==> config.mk <==
export PLATFORM = sky130hd
export DESIGN_NAME = fault_status_capture
export DESIGN_NICKNAME = d
export VERILOG_FILES = /design/src/rtl/fs_pkg.sv /design/src/rtl/fs_chan_cell.sv /design/src/rtl/fs_low_counter.sv /design/src/rtl/fault_status_capture.sv
export SDC_FILE = /design/constraint.sdc
export NUM_CORES = 1
export LEC_CHECK = 0
export ABC_CLOCK_PERIOD_IN_PS = 1200
export BUFFER_PORTS_ARGS = -buffer_cell sky130_fd_sc_hd__buf_2
export CAP_MARGIN = 15
export CORE_MARGIN = 3
export CORE_UTILIZATION = 41
export CTS_BUF_LIST = sky130_fd_sc_hd__clkbuf_4
export CTS_CLUSTER_SIZE = 24
export DETAILED_ROUTE_END_ITERATION = 8
export GPL_TIMING_DRIVEN = 0
export PLACE_DENSITY = 0.78
export SLEW_MARGIN = 25
export SYNTH_ARGS = -nofsm -noshare
export SYNTH_HDL_FRONTEND = slang
export SYNTH_SLANG_ARGS = --single-unit
==> constraint.sdc <==
create_clock -name clk -period 1.2 [get_ports clk]
set_input_delay 0.06 -clock clk [delete_from_list [all_inputs] [get_ports clk]]
set_output_delay 0.06 -clock clk [all_outputs]
set_load 0.01 [all_outputs]
==> src/rtl/fs_pkg.sv <==
package fs_pkg;

    typedef struct packed {
        logic on;
        logic open;
        logic shrt;
        logic ot;
    } chan_in_t;

    function automatic logic fault_seen(input chan_in_t c, input logic driven,
                                        input logic glob, input logic use_short);
        logic load_bad;
        load_bad = c.open | (use_short & c.shrt);
        return glob | (c.on & c.ot) | (driven & load_bad);
    endfunction

endpackage

==> src/rtl/fs_chan_cell.sv <==
module fs_chan_cell
    import fs_pkg::*;
#(
    parameter bit SHORT_EN = 1'b1
) (
    input  logic     clk,
    input  logic     rst,
    input  logic     clr,
    input  logic     glob_ot,
    input  chan_in_t cin,
    output logic     drv,
    output logic     stat
);
    logic flt_q;

    always_comb begin
        drv  = cin.on & ~glob_ot & ~cin.ot;
        stat = cin.on & ~flt_q;
    end

    always_ff @(posedge clk) begin
        if (rst || clr) begin
            flt_q <= 1'b0;
        end else if (fault_seen(cin, drv, glob_ot, SHORT_EN)) begin
            flt_q <= 1'b1;
        end
    end

    a_r3_off_not_driven: assert property (@(posedge clk) disable iff (rst)
        !cin.on |-> !drv);
    a_r4_fault_sticky: assert property (@(posedge clk) disable iff (rst)
        (!clr && !stat && cin.on) |=> ($past(clr) || !cin.on || !stat || clr));
endmodule

==> src/rtl/fs_low_counter.sv <==
module fs_low_counter #(
    parameter int LOAD_AFTER = 2
) (
    input  logic clk,
    input  logic rst,
    input  logic spec_mode,
    input  logic oe_n,
    output logic load_req
);
    localparam int CNT_W = $clog2(LOAD_AFTER + 2);
    localparam logic [CNT_W-1:0] SAT = CNT_W'(LOAD_AFTER);

    logic [CNT_W-1:0] cnt_q;
    logic             low_now;

    always_comb begin
        low_now  = spec_mode & ~oe_n;
        load_req = low_now & (cnt_q == SAT);
    end

    always_ff @(posedge clk) begin
        if (rst || !low_now) begin
            cnt_q <= '0;
        end else if (cnt_q != SAT) begin
            cnt_q <= cnt_q + 1'b1;
        end
    end

    a_r9_prior_low: assert property (@(posedge clk) disable iff (rst)
        load_req |-> ($past(spec_mode) && !$past(oe_n)));
    a_r10_high_blocks: assert property (@(posedge clk) disable iff (rst)
        oe_n |-> !load_req);
    a_r11_normal_quiet: assert property (@(posedge clk) disable iff (rst)
        !spec_mode |-> !load_req);
endmodule

==> src/rtl/fault_status_capture.sv <==
module fault_status_capture
    import fs_pkg::*;
#(
    parameter int N_CH       = 8,
    parameter bit SHORT_EN   = 1'b1,
    parameter int LOAD_AFTER = 2
) (
    input  logic            clk,
    input  logic            rst,
    input  logic            spec_mode,
    input  logic            oe_n,
    input  logic [N_CH-1:0] latch_on,
    input  logic [N_CH-1:0] open_flt,
    input  logic [N_CH-1:0] short_flt,
    input  logic [N_CH-1:0] ch_ot,
    input  logic            glob_ot,
    output logic [N_CH-1:0] drv_en,
    output logic [N_CH-1:0] stat_word,
    output logic            load_req
);
    logic [N_CH-1:0] req_on;

    assign req_on = latch_on & {N_CH{~oe_n}};

    for (genvar i = 0; i < N_CH; i++) begin : g_ch
        chan_in_t cin;
        always_comb begin
            cin.on   = req_on[i];
            cin.open = open_flt[i];
            cin.shrt = short_flt[i];
            cin.ot   = ch_ot[i];
        end
        fs_chan_cell #(.SHORT_EN(SHORT_EN)) u_cell (
            .clk     (clk),
            .rst     (rst),
            .clr     (~spec_mode),
            .glob_ot (glob_ot),
            .cin     (cin),
            .drv     (drv_en[i]),
            .stat    (stat_word[i])
        );
    end

    fs_low_counter #(.LOAD_AFTER(LOAD_AFTER)) u_cnt (
        .clk       (clk),
        .rst       (rst),
        .spec_mode (spec_mode),
        .oe_n      (oe_n),
        .load_req  (load_req)
    );

    a_r5_global_gate: assert property (@(posedge clk) disable iff (rst)
        glob_ot |-> (drv_en == '0));
    a_r5_global_clear: assert property (@(posedge clk) disable iff (rst)
        (spec_mode && glob_ot) |=> (!spec_mode || stat_word == '0));
    a_r8_normal_wipe: assert property (@(posedge clk) disable iff (rst)
        !spec_mode |=> (stat_word == (latch_on & {N_CH{~oe_n}})));
    a_r2_off_reads_zero: assert property (@(posedge clk) disable iff (rst)
        oe_n |-> (stat_word == '0));
endmodule

# --- Yosys cells after proc, flatten, opt, wreduce, memory -nomap -nowiden ---
# Index checks and enable logic that the tools add are counted.
classes:
  eq_ne: 2
  bitwise: 86
  add_sub_neg: 1
  reduce_logical: 3
op_table:
  columns: ["cell", "n"]
  rows:
  - ["1-bit AND", 42]
  - ["1-bit bitwise OR", 24]
  - ["1-bit NOT", 19]
  - ["8-bit AND", 1]
  - ["2-bit by 1-bit adder with 2-bit output, second input constant", 1]
  - ["2-bit equality test, second input constant", 1]
  - ["1-bit logical OR", 2]
  - ["2-bit inequality test, second input constant", 1]
  - ["1-bit logical NOT", 1]
totals:
  ff_bits: 10

# --- Logic depth before layout (Yosys ltp) ---
depth:
  ltp_word: 6
  ltp_mapped: 5
  depth_no_buf: 5

# --- Hierarchy ---
# Synthesis repeated with hierarchy kept, for this count alone.
unflattened:
  cells_unflattened: 76
  hier_area_um2: 606.8
by_module_without_submodules:
  columns: ["mod", "area_each_um2", "cells_each", "instances"]
  rows:
  - ["fs_chan_cell", 56.3, 7, 8]
  - ["fs_low_counter", 102.6, 11, 1]
  - ["fault_status_capture", 53.8, 9, 1]

# --- Worst setup path before layout ---
# Ideal clock, no wire load.
synth_timing:
  kind: "register to register"
  start: "register u_cnt.cnt_q[0]"
  end: "register u_cnt.cnt_q[1]"
  path_buffers: 0
  required_time_ns: 1.070
  stages_incl_launch_ff: 6
  synth_period_minus_slack_ns: 0.926
  setup_ns: 0.130
  slack_ns: 0.274
  arrival_time_ns: 0.796
  path_cell_list: "dfxtp_1 -> inv_1 -> ha_1 -> nor2_1 -> a21oi_1 -> nor3_1"
synth_between:
  elab_chain_cells: 1
  word_cells_on_any_way: 2
  classes_between: "add/sub: 1; eq/ne: 1"
synth_rtl:
  columns: ["item", "line", "text"]
  rows:
  - ["from (decl)", "fs_low_counter.sv:13", "logic [CNT_W-1:0] cnt_q;"]
  - ["from (signal assigned)", "fs_low_counter.sv:25", "cnt_q <= cnt_q + 1'b1;"]
  - ["2-bit by 1-bit adder with 2-bit output / 2-bit inequality test (equally long branches)", "fs_low_counter.sv:25, fs_low_counter.sv:24", null]
# Several ways; a longest one is shown, not always the timed one.
# A chain may end at the register's enable or synchronous reset.

# --- Final worst setup path ---
layout_timing:
  start: "register u_cnt.cnt_q[0]"
  end: "output port load_req"
layout_between:
  elab_chain_cells: 2
layout_rtl:
  columns: ["item", "line", "text"]
  rows:
  - ["2-bit equality test", "fs_low_counter.sv:18", "load_req = low_now & (cnt_q == SAT);"]
  - ["1-bit AND", "fs_low_counter.sv:18", null]
  - ["to (decl)", "fault_status_capture.sv:19", "output logic load_req"]
# Every way passes these cells.

==> metrics.md <==
| Metric | Value |
|---|---|
| Cells after DPL | `152` |
| #FFs+latches synth | `10` |
| Die Ht | `47.78 µm` |
| Clock Latency Late Sink | `0.27 ns` |
| CP Capture Type | `primary output` |
| Antenna diode count | `0` |
| Final instance area | `1047 µm²` |
| Maximum clock skew at final layout | `0.0001999 ns` |
| Synth area leaders | `dfxtp_1 28%, buf_4 17%, nor3b_2 12%` |
| Buf/Inv on CP | `2` |
| Sequential fraction of the synthesis area | `0.2797` |
| Biggest cell delay along the critical path | `0.33 ns` |
| PwrDens | `793.4 nW/µm²` |
| Net Count, Synth | `121` |
| Syn avg cell area | `8.623 µm²` |
| Worst slew pin tran | `0.4356 ns` |
| Period minus WS final | `1.161 ns` |
| Kind of start point of the critical path | `register` |
| Wire per inst | `11.63 µm` |
| Setup-failing EPs final | `0` |
| Horiz. Die Dim | `47.78 µm` |
| Hold WC Path Type | `in -> reg` |
| Worst slew margin | `0.7096` |
| Max-cap violation count | `0` |
| Mapped Cells | `83` |
| IO Port Bufs | `53` |
| Crit path DAT | `1.10 ns` |
| Overall Global Routing Usage | `0.1670` |
| Area leader, netlist | `dfxtp_1` |
| Number of core rows | `14` |
| WP data required | `1.14 ns` |
| Post-route DRC | `0` |
| VDD IR-drop max | `541.1 µV` |
| Max Buffers Root-to-Sink | `2` |
| Routed vias | `774` |
| Synth Cell Area | `715.7 µm²` |
| CTS sink count | `10` |
| Share of the synthesized area in the top cell type | `0.2797` |
| Placed Instance Area | `1001 µm²` |
| P_leak | `0.0005396 µW` |
| Worst-path clk slew | `0.07 ns` |
| Layout cell share with drive strength beyond 1 | `0.6071` |
| Initial antenna violation count | `0` |
| Final ANT Viol Nets | `0` |
| Dpl ws | `0.02573 ns` |
| Final Worst Setup Slack | `0.03851 ns` |
| Unique cell type count in the Yosys netlist | `20` |
| Final hold viol count | `0` |
| DR pass1 iterations | `2` |
| Starting Density | `0.4540` |
| Worst setup startpoint | `u_cnt.cnt_q[0]$_SDFFE_PP0P_` |
| Vias per std cell | `4.962` |
| Vias in the first global route | `655` |
| Most frequent cells in the layout | `53 x buf_2, 16 x buf_4, 11 x nor2_1` |
| H-tree depth | `1` |
| 1st-iter DRT viols | `2` |
| Placer congestion estimate | `0.6931` |
| Clock root buffer | `clkbuf_4` |
| Largest net degree at the start of global routing | `11` |
| Period utilization | `0.9679` |
| Total wire length | `1814 µm` |
| Hold Crit Start | `latch_on[1]` |
| Layout area overhead | `46.33%` |
| Num CTS Buffers | `3` |
| I/O Pins | `54` |
| Final non-filler cell total | `156` |
| Worst r2r src | `u_cnt.cnt_q[0]$_SDFFE_PP0P_` |
| CP max FO | `4` |
| DIE AREA | `2283 µm²` |
| Final Net Count | `179` |
| CORE AREA | `1577 µm²` |
| Max Freq | `861.0 MHz` |
| Post-DP HPWL | `1434 µm` |
| Post-CTS Setup Repair Bufs | `0` |
| CP delay by family, top | `flip-flops` |
| CTS Hold Bufs | `0` |
| Most common cell after layout, fill and taps aside | `buf_2` |
| Setup TNS | `0 ns` |
| Worst Path Class, Setup | `reg -> out` |
| RSZ-0062 raised after global routing | `no` |
| CTS tree | `built` |
| Final Util | `0.6643` |
| Worst path slowest cell | `dfxtp_2` |
| Grt ovf | `0` |
| First-pass GRT wire length | `2649 µm` |
| Synth warn | `0` |
| Pins Over Slew Limit | `0` |
| Crit path cell chain | `inv_1 > ha_4 > and3_1 > buf_2` |
| R2r setup slk | `0.25 ns` |
| Status | `completed` |
-- timing repair --
| item | 4_1_cts | 5_1_grt |
|---|---|---|
| resized for setup | 2 | 3 |
| cloned | 0 | 0 |
| pin swaps | 0 | 0 |
| endpoints found under the setup margin | 1 | 2 |
-- routing by layer --
layer	up-vias	wire length (µm)	share of wire	global-route usage
met5	-	0	0	0
li1	398	-	-	-
met4	0	31	0.017	0.08065
met3	5	184	0.10	0.03383
met1	331	768	0.42	0.2018
met2	40	830	0.46	0.2797
-- final timing paths --
| path | endpoint | depth (start not counted) |
|---|---|---|
| max | load_req | 4 |
| min | g_ch[1].u_cell.flt_q$_SDFFE_PP0P_ | 3 |
| max reg2reg | u_cnt.cnt_q[1]$_SDFFE_PP0P_ | 5 |
| min reg2reg | g_ch[0].u_cell.flt_q$_SDFFE_PP0P_ | 2 |
-- worst min-delay path, delay by kind of cell --
family                 cells  cell delay, ns
and+or+nand+nor            1            0.09
AOI/OAI and AO/OA          1            0.07
buffers and inverters      1            0.09
-- sequential cells by signal, indices dropped and copies added (netlist names) --
name               count
g_ch.u_cell.flt_q      8
u_cnt.cnt_q            2
-- kinds of logic after synthesis --
group	Yosys count	share of synthesized area
AOI/OAI and AO/OA	16	0.1521
xor gates and xnor gates	1	0.01224
adders and majority gates	1	0.01748
buffers and inverters	22	0.2220
DFF	10	0.2797
and+or+nand+nor	33	0.3164
-- area by class of cell --
| type | instances | area, µm² |
|---|---|---|
| flip-flops and latches | 10 | 201.4 |
| multi-input cells | 51 | 369.1 |
| fillers | 130 | 529.3 |
| inverters | 2 | 11.26 |
| repair buffers | 53 | 265.3 |
| well taps | 16 | 20.02 |
| plain buffers | 20 | 153.9 |
| clock buffers | 3 | 22.52 |
| clock inverters | 1 | 3.754 |
-- metrics by stage --
step                      hold WS, ns  total power (µW)
after global routing           0.1090             880.2
after CTS                     0.09081             831.9
final                         0.08960             830.9
after floorplan                0.2510             483.2
after detailed placement       0.3826             585.0
after global placement         0.3736             580.0
-- synth_stat cells (all sizes together) --
master	n
clkbuf	1
nor3b	14
buf	19
nand2	1
or2	1
nor2	11
inv	2
dfxtp	10
a21oi	8
xor2	1
or4	1
o311ai	7
a211oi	1
nor3	3
and3	1
nand2b	1
ha	1
-- power breakdown --
| group | switching, µW | leakage, µW | internal, µW |
|---|---|---|---|
| logic | 97.5 | 0.000442 | 125 |
| registers | 8.72 | 0.0000828 | 349 |
| clock network | 130 | 0.0000154 | 120 |
(Power assumes the default switching activity.)
